===== src/rtl/smi_gate_pkg.sv =====
package smi_gate_pkg;
  localparam int unsigned NUM_SRC     = 7;
  localparam int unsigned B_TCO       = 0;
  localparam int unsigned B_USB       = 1;
  localparam int unsigned B_PER       = 2;
  localparam int unsigned B_MCTRAP    = 3;
  localparam int unsigned B_APM       = 4;
  localparam int unsigned B_SLEEP     = 5;
  localparam int unsigned B_SWTMR     = 6;
  localparam int unsigned B_RELEASE   = 7;
  localparam logic        ADDR_ENABLE = 1'b0;
  localparam logic        ADDR_STATUS = 1'b1;
endpackage


===== src/rtl/smi_enable_reg.sv =====
module smi_enable_reg
  import smi_gate_pkg::*;
(
  input  logic               clk,
  input  logic               rst_n,
  input  logic               wr_en,
  input  logic [NUM_SRC:0]   wdata,
  input  logic               tco_lock,
  output logic [NUM_SRC-1:0] en_q,
  output logic               rel_pulse
);
  logic [NUM_SRC-1:0] en_d;
  logic               rel_d;

  always_comb begin
    en_d  = en_q;
    rel_d = 1'b0;
    if (wr_en) begin
      en_d = wdata[NUM_SRC-1:0];
      if (tco_lock) en_d[B_TCO] = en_q[B_TCO];
      rel_d = wdata[B_RELEASE];
    end
  end

  always_ff @(posedge clk or negedge rst_n) begin
    if (!rst_n) begin
      en_q      <= '0;
      rel_pulse <= 1'b0;
    end else begin
      en_q      <= en_d;
      rel_pulse <= rel_d;
    end
  end
endmodule


===== src/rtl/smi_swtimer.sv =====
module smi_swtimer #(
  parameter int unsigned FAST_CYC = 16,
  parameter int unsigned SLOW_CYC = 64
) (
  input  logic clk,
  input  logic rst_n,
  input  logic run,
  input  logic rate_sel,
  output logic expire
);
  localparam int unsigned MAX_CYC = (FAST_CYC > SLOW_CYC) ? FAST_CYC : SLOW_CYC;
  localparam int unsigned CNT_W   = (MAX_CYC > 2) ? $clog2(MAX_CYC) : 1;
  localparam logic [CNT_W-1:0] FAST_LAST = CNT_W'(FAST_CYC - 1);
  localparam logic [CNT_W-1:0] SLOW_LAST = CNT_W'(SLOW_CYC - 1);

  logic [CNT_W-1:0] cnt_q, cnt_d, last;

  assign last   = rate_sel ? SLOW_LAST : FAST_LAST;
  assign expire = run && (cnt_q == last);

  always_comb begin
    if (!run || expire) cnt_d = '0;
    else                cnt_d = cnt_q + 1'b1;
  end

  always_ff @(posedge clk or negedge rst_n) begin
    if (!rst_n) cnt_q <= '0;
    else        cnt_q <= cnt_d;
  end
endmodule


===== src/rtl/smi_status_bank.sv =====
module smi_status_bank
  import smi_gate_pkg::*;
(
  input  logic               clk,
  input  logic               rst_n,
  input  logic [NUM_SRC-1:0] set_vec,
  input  logic [NUM_SRC-1:0] clr_vec,
  output logic [NUM_SRC-1:0] sts_q
);
  for (genvar i = 0; i < NUM_SRC; i++) begin : g_bit
    logic d;
    assign d = set_vec[i] | (sts_q[i] & ~clr_vec[i]);
    always_ff @(posedge clk or negedge rst_n) begin
      if (!rst_n) sts_q[i] <= 1'b0;
      else        sts_q[i] <= d;
    end
  end
endmodule


===== src/rtl/smi_gate_ctrl.sv =====
module smi_gate_ctrl
  import smi_gate_pkg::*;
#(
  parameter int unsigned DATA_W    = 32,
  parameter int unsigned PORT_W    = 16,
  parameter int unsigned TMR_FAST  = 16,
  parameter int unsigned TMR_SLOW  = 64,
  parameter int unsigned MC_PORT_A = 16'h0062,
  parameter int unsigned MC_PORT_B = 16'h0066
) (
  input  logic              clk,
  input  logic              rst_n,
  input  logic              bus_we,
  input  logic              bus_addr,
  input  logic [DATA_W-1:0] bus_wdata,
  output logic [DATA_W-1:0] bus_rdata,
  input  logic              tco_lock,
  input  logic              tco_evt,
  input  logic              nmi_evt,
  input  logic              nmi_reroute_en,
  input  logic              usb_evt,
  input  logic              periodic_evt,
  input  logic              io_acc_valid,
  input  logic [PORT_W-1:0] io_acc_port,
  input  logic              apm_cnt_wr,
  input  logic              slp_en_wr,
  input  logic              tmr_rate_sel,
  output logic              smi_n,
  output logic              sci_pulse,
  output logic              slp_req
);
  localparam int unsigned PAD_W = DATA_W - NUM_SRC;

  logic               rst_meta_n, rst_sync_n;
  logic [NUM_SRC-1:0] en_q, sts_q, set_vec, clr_vec;
  logic               wr_enable, wr_status, tmr_expire, mc_hit, slp_req_d;
  logic               unused_wdata;

  always_ff @(posedge clk or negedge rst_n) begin
    if (!rst_n) begin
      rst_meta_n <= 1'b0;
      rst_sync_n <= 1'b0;
    end else begin
      rst_meta_n <= 1'b1;
      rst_sync_n <= rst_meta_n;
    end
  end

  assign wr_enable    = bus_we && (bus_addr == ADDR_ENABLE);
  assign wr_status    = bus_we && (bus_addr == ADDR_STATUS);
  assign unused_wdata = ^bus_wdata[DATA_W-1:NUM_SRC+1];

  smi_enable_reg u_en (
    .clk      (clk),
    .rst_n    (rst_sync_n),
    .wr_en    (wr_enable),
    .wdata    (bus_wdata[NUM_SRC:0]),
    .tco_lock (tco_lock),
    .en_q     (en_q),
    .rel_pulse(sci_pulse)
  );

  smi_swtimer #(.FAST_CYC(TMR_FAST), .SLOW_CYC(TMR_SLOW)) u_tmr (
    .clk     (clk),
    .rst_n   (rst_sync_n),
    .run     (en_q[B_SWTMR]),
    .rate_sel(tmr_rate_sel),
    .expire  (tmr_expire)
  );

  assign mc_hit = io_acc_valid &&
                  ((io_acc_port == PORT_W'(MC_PORT_A)) || (io_acc_port == PORT_W'(MC_PORT_B)));

  always_comb begin
    set_vec           = '0;
    set_vec[B_TCO]    = (tco_evt & en_q[B_TCO]) | (nmi_evt & nmi_reroute_en);
    set_vec[B_USB]    = usb_evt & en_q[B_USB];
    set_vec[B_PER]    = periodic_evt & en_q[B_PER];
    set_vec[B_MCTRAP] = mc_hit & en_q[B_MCTRAP];
    set_vec[B_APM]    = apm_cnt_wr & en_q[B_APM];
    set_vec[B_SLEEP]  = slp_en_wr & en_q[B_SLEEP];
    set_vec[B_SWTMR]  = tmr_expire;
    clr_vec           = wr_status ? bus_wdata[NUM_SRC-1:0] : '0;
  end

  smi_status_bank u_sts (
    .clk    (clk),
    .rst_n  (rst_sync_n),
    .set_vec(set_vec),
    .clr_vec(clr_vec),
    .sts_q  (sts_q)
  );

  assign slp_req_d = slp_en_wr & ~en_q[B_SLEEP];

  always_ff @(posedge clk or negedge rst_sync_n) begin
    if (!rst_sync_n) slp_req <= 1'b0;
    else             slp_req <= slp_req_d;
  end

  assign smi_n     = ~(|sts_q);
  assign bus_rdata = (bus_addr == ADDR_ENABLE) ? {{PAD_W{1'b0}}, en_q}
                                               : {{PAD_W{1'b0}}, sts_q};
endmodule


===== config.mk =====
export PLATFORM = sky130hd
export DESIGN_NAME = smi_gate_ctrl
export DESIGN_NICKNAME = d
export VERILOG_FILES = /design/src/rtl/smi_gate_pkg.sv /design/src/rtl/smi_enable_reg.sv /design/src/rtl/smi_swtimer.sv /design/src/rtl/smi_status_bank.sv /design/src/rtl/smi_gate_ctrl.sv
export SDC_FILE = /design/constraint.sdc
export NUM_CORES = 1
export LEC_CHECK = 0
export BUFFER_PORTS_ARGS = -buffer_cell sky130_fd_sc_hd__buf_2
export CORE_UTILIZATION = 44
export DETAILED_ROUTE_END_ITERATION = 16
export MAX_ROUTING_LAYER = met4
export PLACE_DENSITY = 0.82
export RECOVER_POWER = 25
export SETUP_SLACK_MARGIN = 0.02
export SYNTH_ARGS = -nofsm -noshare
export SYNTH_HDL_FRONTEND = slang
export SYNTH_HIERARCHICAL = 1
export SYNTH_SLANG_ARGS = --single-unit

===== constraint.sdc =====
create_clock -name clk -period 2 [get_ports clk]
set_input_delay 0.3 -clock clk [delete_from_list [all_inputs] [get_ports clk]]
set_output_delay 0.3 -clock clk [all_outputs]
set_load 0.005 [all_outputs]

== Word-level counts from Yosys, hierarchy flattened ==
Index checks and enable logic that the tools add are counted.
Widths: inputs -> output; s select.

* Flip-flop bits (word level): 24
* Input bits: 62
* Word-level logic and storage cells: 66
* Output and inout bits: 35

* Mux-type cells: 5
* Equality and inequality tests: 3
* Reductions and logical operators: 9
* Bitwise gates (word level): 34
* Add/sub/neg operators: 1

{| class="wikitable"
|+ Operators by type and width
! operator !! number
|-
| $eq 16x7->1 const B || 2
|-
| $and 1x1->1 || 15
|-
| $mux 7 || 2
|-
| $mux 6 || 2
|-
| $not 1->1 || 11
|-
| $or 1x1->1 || 8
|-
| $reduce_or 7->1 || 1
|-
| $add 6x1->6 const B || 1
|-
| $eq 6x6->1 || 1
|-
| $logic_and 1x1->1 || 4
|-
| $logic_or 1x1->1 || 2
|-
| $reduce_and 2->1 || 1
|-
| $logic_not 1->1 || 1
|-
| $mux 1 || 1
|}

== Longest topological paths before layout ==
Gate-level depths: netlist of the first run.

* Depth after elaboration: 5
* Depth in mapped cells: 6
* Mapped depth without buffers: 5

== Cells and area by module ==
The synthesis of the first run kept the hierarchy.

{| class="wikitable"
|+ Modules (own cells, without submodules)
! module !! times used !! area an instance (µm²) !! cells an instance !! sequential area each (µm²)
|-
| smi_gate_ctrl || 1 || 516.7 || 61 || 75.1
|-
| smi_enable_reg || 1 || 315.3 || 18 || 200.2
|-
| smi_swtimer || 1 || 295.3 || 26 || 150.1
|-
| smi_status_bank || 1 || 254.0 || 21 || 175.2
|}

== Worst setup path after synthesis of the first run ==
No wires, ideal clock.

* Path kind: input to register
* From: input bus_addr
* To: register u_en.en_q[0]
* Path buffers: 3
* Cell stages on the path: 6
* Library setup time: 0.125 ns
* Slack: 0.595 ns
* Arrival: 1.280 ns
* Data required time: 1.875 ns
* Cells stage by stage: buf_2 -> buf_2 -> nor2b_1 -> buf_6 -> nor2b_4 -> mux2_4

* Word-level cells in the longest chain between the ends: 3

{| class="wikitable"
|+ RTL lines
! what !! RTL line !! source
|-
| from (decl) || smi_gate_ctrl.sv:14 || <nowiki>input logic bus_addr,</nowiki>
|-
| $not 1->1 || n/a ||
|-
| $logic_and 1x1->1 || smi_gate_ctrl.sv:49 || <nowiki>assign wr_enable = bus_we && (bus_addr == ADDR_ENABLE);</nowiki>
|-
| via wr_enable || smi_gate_ctrl.sv:36 || <nowiki>logic wr_enable, wr_status, tmr_expire, mc_hit, slp_req_d;</nowiki>
|-
| $reduce_and 2->1 (no line) || n/a ||
|-
| to (signal assigned) || smi_enable_reg.sv:30 || <nowiki>en_q <= en_d;</nowiki>
|-
| to (decl) || smi_enable_reg.sv:9 || <nowiki>output logic [NUM_SRC-1:0] en_q,</nowiki>
|}

The timed path passes the listed nets, and every way through them passes these cells.
A chain may end at the register's enable or synchronous reset.

== Final worst setup path of the first run ==
* From: register u_sts.sts_q[2]
* To: output smi_n

* Word-level cells in the longest chain between the ends: 2

{| class="wikitable"
|+ RTL lines
! what !! RTL line !! source
|-
| from (decl) || smi_status_bank.sv:8 || <nowiki>output logic [NUM_SRC-1:0] sts_q</nowiki>
|-
| from (signal, indexed assignment) || smi_status_bank.sv:14 || <nowiki>if (!rst_n) sts_q[i] <= 1'b0;</nowiki>
|-
| from (signal, indexed assignment) || smi_status_bank.sv:15 || <nowiki>else sts_q[i] <= d;</nowiki>
|-
| $reduce_or 7->1 || smi_gate_ctrl.sv:101 || <nowiki>assign smi_n = ~(|sts_q);</nowiki>
|-
| $not 1->1 || smi_gate_ctrl.sv:101 ||
|-
| to (decl) || smi_gate_ctrl.sv:28 || <nowiki>output logic smi_n,</nowiki>
|}

No other way between the ends.

==> results of run 1 <==
==> through the flow <==
step / worst slack, ns / power [uW]
4_1_cts: 0.0957 / 1160
3_3_place_gp: 0.473 / 794
3_5_place_dp: 0.476 / 809
5_1_grt: 0.0362 / 1210
2_1_floorplan: 0.595 / 753
6_report: 0.120 / 1140
==> where the power goes <==
group | leakage (uW) | switching [uW] | internal (uW)
combinational | 0.000499 | 84.1 | 121
sequential | 0.000293 | 51.3 | 541
clock | 0.0000279 | 143 | 203
==> cells by family (layout without fill, tap and decap cells) <==
| logic type | after synthesis | in the layout |
|---|---|---|
| compound gates | 11 | 11 |
| xor+xnor | 3 | 3 |
| fa+ha+maj | 1 | 1 |
| buf+inv | 36 | 60 |
| flops | 24 | 24 |
| mux | 14 | 14 |
| other cells | 2 | 26 |
| simple gates | 35 | 35 |
==> layout by cell type, fill, tap and decap left out, drive strengths merged, types with 2 or more instances in the layout <==
| cell | netlist | final |
|---|---|---|
| buf | 28 | 44 |
| nor3 | 3 | 3 |
| mux2 | 14 | 14 |
| conb | 2 | 26 |
| or3 | 2 | 2 |
| inv | 8 | 8 |
| nand3 | 3 | 3 |
| dfrtp | 24 | 24 |
| xor2 | 2 | 2 |
| a21o | 7 | 7 |
| and2 | 6 | 6 |
| nand2 | 2 | 2 |
| clkbuf | 0 | 6 |
| and3 | 7 | 7 |
| nor4 | 3 | 3 |
| nor2b | 3 | 3 |
==> metal layers <==
layer | global-route usage, % | vias up
met2 | 32.3 | 50
met5 | - | -
met4 | 5.78 | 0
li1 | - | 471
met1 | 20.2 | 485
met3 | 2.46 | 4
==> registers in the layout (all words and copies together), names as in the netlist <==
register,count
slp_req,1
u_sts/sts_q,7
rst_meta_n,1
u_en/en_q,7
u_tmr/cnt_q,6
u_en/rel_pulse,1
rst_sync_n,1
==> layout make-up <==
class                   instances  share of cell area (%)
clock buffers                   3                    1.42
repair buffers                 48                    15.2
clock inverters                 1                    1.89
well taps                      31                    2.44
inverters                       8                    1.89
multi-input cells              90                    39.3
flip-flops and latches         24                    37.8
==> critical path, delay by kind of cell (launching register included) <==
family                 cells  cell delay [ns]
DFF                        1             0.42
buffers and inverters      1             0.15
and+or+nand+nor            2             0.69
==> repair_timing <==
| item | 4_1_cts | 5_1_grt |
|---|---|---|
| hold buffers | 1 | 0 |
| setup buffers | 0 | 0 |
| hold endpoints to repair | 2 | 0 |
==> worst max-delay path by stage <==
stage | start | endpoint | cells past startpoint
global placement | u_sts/sts_q[2]$_DFF_PN0_ | smi_n | 3
detailed placement | u_sts/sts_q[2]$_DFF_PN0_ | smi_n | 3
CTS | u_sts/sts_q[2]$_DFF_PN0_ | smi_n | 3
finish | u_sts/sts_q[2]$_DFF_PN0_ | smi_n | 3
global route | u_sts/sts_q[2]$_DFF_PN0_ | smi_n | 3
floorplan | bus_addr | u_en/en_q[0]$_DFFE_PN0P_ | 6
==> results_dict.tcl, run 1 <==
set metrics [dict create \
    first_pass_iters 12 \
    final.fill_count 245 \
    slew-limit-headroom_pct 41.7 \
    crit_chain "or4_4, nor4_2, buf_2" \
    multiInputGateArea_um2 624 \
    grt_antenna_before_repair 0 \
    cts_num_sinks 24 \
    ios 97 \
    cp_slowest_cell "or4_4" \
    max_freq_ghz 0.532 \
    hold_class "primary input to flop" \
    rr_endpoint "u_sts/sts_q[6]$_DFF_PN0_" \
    worstMarginPinSlew_ns 0.874 \
    die_y_um 58.0 \
    clk_path_buf_depth 2 \
    final-seq-area_um2 601 \
    clk_latency_ns 0.31 \
    rsz0062_at_grt "no" \
    violations "DRC" \
    drtAntennaViolNets 0 \
    synth_edf_count 0 \
    clk_transition_reported_paths_ns 0.13 \
    route.met2.wl_mm 1.35 \
    outcome "finished with violations" \
    hold_start "bus_wdata[7]" \
    cts_buffers 3 \
    synth_flop_cell "dfrtp_1" \
    totalWireLength_mm 2.58 \
    tns_ns 0 \
    yosys-top-cells-count "buf_4 (25), dfrtp_1 (24), mux2_2 (13)" \
    start_util_pct 48.4 \
    core_area_um2 2850 \
    yosys.area_share.adder_pct 0.906 \
    wl_per_cell_um 12.6 \
    fin_crit_sh_pct 94.0 \
    die_w_um 58.0 \
    vias_per_cell 4.93 \
    critPathMaxFanout 3 \
    yosysUniqueCellTypes 34 \
    synthSimpleGateAreaFrac_pct 17.3 \
    r2r_start "u_tmr/cnt_q[4]$_DFF_PN0_" \
    final_util_pct 55.7 \
    powerDensity_nw_per_um2 720 \
    worstSetupPathType "flop to primary output" \
    synth_most_common_cell "buf_4" \
    vias 1010 \
    hold_end "u_en/rel_pulse$_DFF_PN0_" \
    synthArstFlopShare_pct 100 \
    grt_max_degree 23 \
    cp.required_ns 1.70 \
    cts_root_buf "clkbuf_4" \
    layout.nets 238 \
    r2r_setup_slack_ns 0.61 \
    port_buffers 46 \
    cap_violations 0 \
    whs_path_depth 2 \
    ys_seq_area_share_pct 43.5 \
    netlist.area_leader.share_pct 43.5 \
    whs_ns 0.200 \
    start_kind "flop" \
    synthCells 126 \
    drt_iter0_drc 17 \
    synth_top_family_by_area "simple AND/OR/NAND/NOR gates" \
    rows 19 \
    ys_ff_latch 24 \
    final_area_um2 1590 \
    dp_hpwl_mm 2.04 \
    wl_met1_mm 1.03 \
    track_usage_pct 17.9 \
    num_antenna_cells 0 \
    cts_tree "built" \
    ctsResizeCount 0 \
    setup_viol_count_final 0 \
    die-area_um2 3370 \
    p_leak_uw 0.000820 \
    fin_crit_ns 1.88 \
    r2r_cells 4 \
    synthToLayoutAreaGrowth_pct 14.9 \
    crit_path_end_kind "primary output" \
    yosysWarnings 6 \
    routed.top_layer "met4" \
    grt_pass1_vias 1098 \
    synth_xor_area_share_pct 1.90 \
    stdcell_count 205 \
    synthMuxAreaShare_pct 11.7 \
    cp.arrival_ns 1.58 \
    synth_area_per_cell_um2 11.0 \
    drive_above_1_share_pct 39.1 \
    htree_levels 1 \
    drv_slew 0 \
    grt_pass1_wl_mm 4.52 \
    gp_congestion 0.689 \
    yosysTopAreaCell "dfrtp_1" \
    cpPeakStageDelay_ns 0.54 \
    hold_violations 0 \
    synth_area_leaders "dfrtp_1 (43%), buf_4 (14%), mux2_2 (11%)" \
    skew_ns 0.0110 \
    dpl.cell_count 200 \
    drc 3 \
    synth_compound_area_share_pct 6.88 \
    placed_area_um2 1540 \
    grt-ovfl-total 0 \
    dr_wl_met3_um 173 \
    syn_area_um2 1380 \
    ir_drop_v 0.000436 \
]
Note: power is estimated with default switching activity, not from simulation.
==> run 2: changes to the inputs <==
Settings changed: CORE_UTILIZATION 44 to 43, SYNTH_HIERARCHICAL 1 to default.
==> run 2 against run 1 <==
The flow still finishes with violations (DRC). Sequential power decreased by 2%. Utilization decreased by 0.84 points. Total power decreased by 1.9%. Setup slack got worse by 0.064 ns. First-iteration DRC count increased by 53%. Critical endpoint unchanged. Largest cell class is now registers.
==> results_dict.tcl, run 2 <==
set metrics [dict create \
    r2r_setup_slack_ns 0.73 \
    drc 11 \
    die_y_um 56.8 \
    yosysUniqueCellTypes 33 \
    cpPeakStageDelay_ns 0.55 \
    hold_class "primary input to flop" \
    worstMarginPinSlew_ns 0.866 \
    synth_compound_area_share_pct 8.91 \
    synthCells 116 \
    whs_path_depth 2 \
    dp_hpwl_mm 1.90 \
    drtAntennaViolNets 0 \
    grt-ovfl-total 0 \
    place_ws_ns 0.395 \
    cts_root_buf "clkbuf_4" \
    slew-limit-headroom_pct 42.3 \
    setup_slack_ns 0.0557 \
    rows 19 \
    cp.required_ns 1.70 \
    yosys.area_share.adder_pct 0.968 \
    clk_latency_ns 0.31 \
    rr_endpoint "u_sts.sts_q[6]$_DFF_PN0_" \
    layout_commonest_cell "buf_2" \
    yosysWarnings 0 \
    synth_flop_cell "dfrtp_1" \
    netlist.area_leader.share_pct 46.5 \
    clk_path_buf_depth 2 \
    drt_iter0_drc 26 \
    hold_violations 0 \
    cts_buffers 3 \
    synth_edf_count 0 \
    synth_xor_area_share_pct 2.03 \
    tns_ns 0 \
    fin_crit_sh_pct 97.2 \
    violations "DRC" \
    totalWireLength_mm 2.40 \
    cts_tree "built" \
    crit_chain "or4_4, nor4_4, buf_2" \
    critPathMaxFanout 2 \
    syn_area_um2 1290 \
    drv_slew 0 \
    rsz0062_at_grt "yes" \
    clk_transition_reported_paths_ns 0.14 \
    fin_crit_ns 1.94 \
    wl_per_cell_um 12.2 \
    ys_seq_area_share_pct 46.5 \
    ys_ff_latch 24 \
    hold_start "bus_wdata[7]" \
    max_freq_ghz 0.514 \
    ir_drop_v 0.000466 \
    synth_most_common_cell "buf_4" \
    gp_congestion 0.701 \
    vias 952 \
    power_uw 1120 \
    cap_violations 0 \
    vias_per_cell 4.83 \
    grt_pass1_wl_mm 4.02 \
    track_usage_pct 16.4 \
    synth_top_family_by_area "buffers and inverters" \
    synth_area_leaders "dfrtp_1 (46%), buf_4 (15%), mux2_2 (9.6%)" \
    synthArstFlopShare_pct 100 \
    start_kind "flop" \
    grt_max_degree 23 \
    crit_path_end_kind "primary output" \
    reg_top3 "u_en.en_q: 7 flops, u_sts.sts_q: 7 flops, u_tmr.cnt_q: 6 flops" \
    hold_end "u_en.rel_pulse$_DFF_PN0_" \
    outcome "finished with violations" \
    synth_area_per_cell_um2 11.1 \
    port_buffers 46 \
    grt_antenna_before_repair 0 \
    first_pass_iters 10 \
    htree_levels 1 \
    yosysTopAreaCell "dfrtp_1" \
    setup_viol_count_final 0 \
    grt_pass1_vias 962 \
    yosys-top-cells-count "buf_4 (26), dfrtp_1 (24), mux2_2 (11)" \
    r2r_cells 3 \
    die-area_um2 3230 \
    drive_above_1_share_pct 41.0 \
    die_w_um 56.8 \
    synthMuxAreaShare_pct 10.5 \
    cp.arrival_ns 1.64 \
    start_util_pct 46.1 \
    powerDensity_nw_per_um2 729 \
    r2r_start "u_tmr.cnt_q[4]$_DFF_PN0_" \
    synthSimpleGateAreaFrac_pct 13.9 \
    skew_ns 0.0106 \
    worst-path-buf-inv 1 \
    layout.nets 230 \
    cts_num_sinks 24 \
    worstSetupPathType "flop to primary output" \
    synthToLayoutAreaGrowth_pct 19.0 \
    layout_common_cells "buf_2 (44), conb_1 (26), dfrtp_1 (24)" \
    cp_slowest_cell "or4_4" \
    p_leak_uw 0.000746 \
    num_antenna_cells 0 \
    core_area_um2 2810 \
    cp_top_family "simple AND/OR/NAND/NOR gates" \
    ios 97 \
]
-- run 2: stage by stage --
| stage | instances | utilization [%] | cell area, um2 | hold WS, ns |
|---|---|---|---|---|
| floorplan | 140 | - | 1380 | 0.00441 |
| global placement | 190 | 51.6 | 1450 | 0.0856 |
| detailed placement | 190 | 51.6 | 1450 | 0.0860 |
| CTS | 195 | 53.8 | 1510 | 0.200 |
| global route | 197 | 54.8 | 1540 | 0.187 |
| finish | 197 | 54.8 | 1540 | 0.204 |
-- run 2: what timing repair did --
item                                   4_1_cts  5_1_grt
hold buffers                                 1        0
setup endpoints to repair                    0        1
setup buffers                                0        2
resized for setup                            0        3
endpoints found under the hold margin        2        0
-- run 2: layout make-up --
class | instances | area (um2)
Clock inverter | 1 | 30.0
Clock buffer | 3 | 22.5
Fill cell | 264 | 1270
Inverter | 1 | 3.75
Tap cell | 31 | 38.8
Timing Repair Buffer | 50 | 256
Sequential cell | 24 | 601
Multi-Input combinational cell | 87 | 586
-- run 2: how the worst max path moves through the flow --
stage                                        start  endpoint  slack (ns)  cells past startpoint
final                     u_sts.sts_q[2]$_DFF_PN0_     smi_n        0.06                      3
after floorplan           u_sts.sts_q[2]$_DFF_PN0_     smi_n        0.61                      2
after detailed placement  u_sts.sts_q[2]$_DFF_PN0_     smi_n        0.39                      3
after CTS                 u_sts.sts_q[2]$_DFF_PN0_     smi_n        0.02                      3
after global placement    u_sts.sts_q[2]$_DFF_PN0_     smi_n        0.44                      3
after global routing      u_sts.sts_q[2]$_DFF_PN0_     smi_n       -0.01                      3
-- run 2: layer usage --
layer / share of wire, % / global-route usage (%) / wire length (um)
met5: 0 / - / 0
met4: 0.42 / 3.83 / 10
met3: 5.8 / 3.92 / 140
met2: 52 / 29.3 / 1240
met1: 42 / 18.5 / 1000
-- run 2: cell families (layout without fill, tap and decap cells) --
kind of cell,Yosys count,in the layout
simple gates,32,32
buf+inv,29,55
flops,24,24
compound gates,13,13
mux,12,12
xor+xnor,3,3
other cells,2,26
fa+ha+maj,1,1
-- run 2: power breakdown --
group	internal, uW	total, uW	switching (uW)	leakage, uW
Clock	202	347	144	0.0000279
Combinational	112	192	80.0	0.000424
Sequential	535	582	47.3	0.000294
Total	850	1120	272	0.000746
-- run 2: worst reg2reg max path, stage by stage, from the launching register on --
cell and delay, ns:
dfrtp_1 0.44, or3_4 0.39, a21oi_4 0.23, a22o_2 0.18
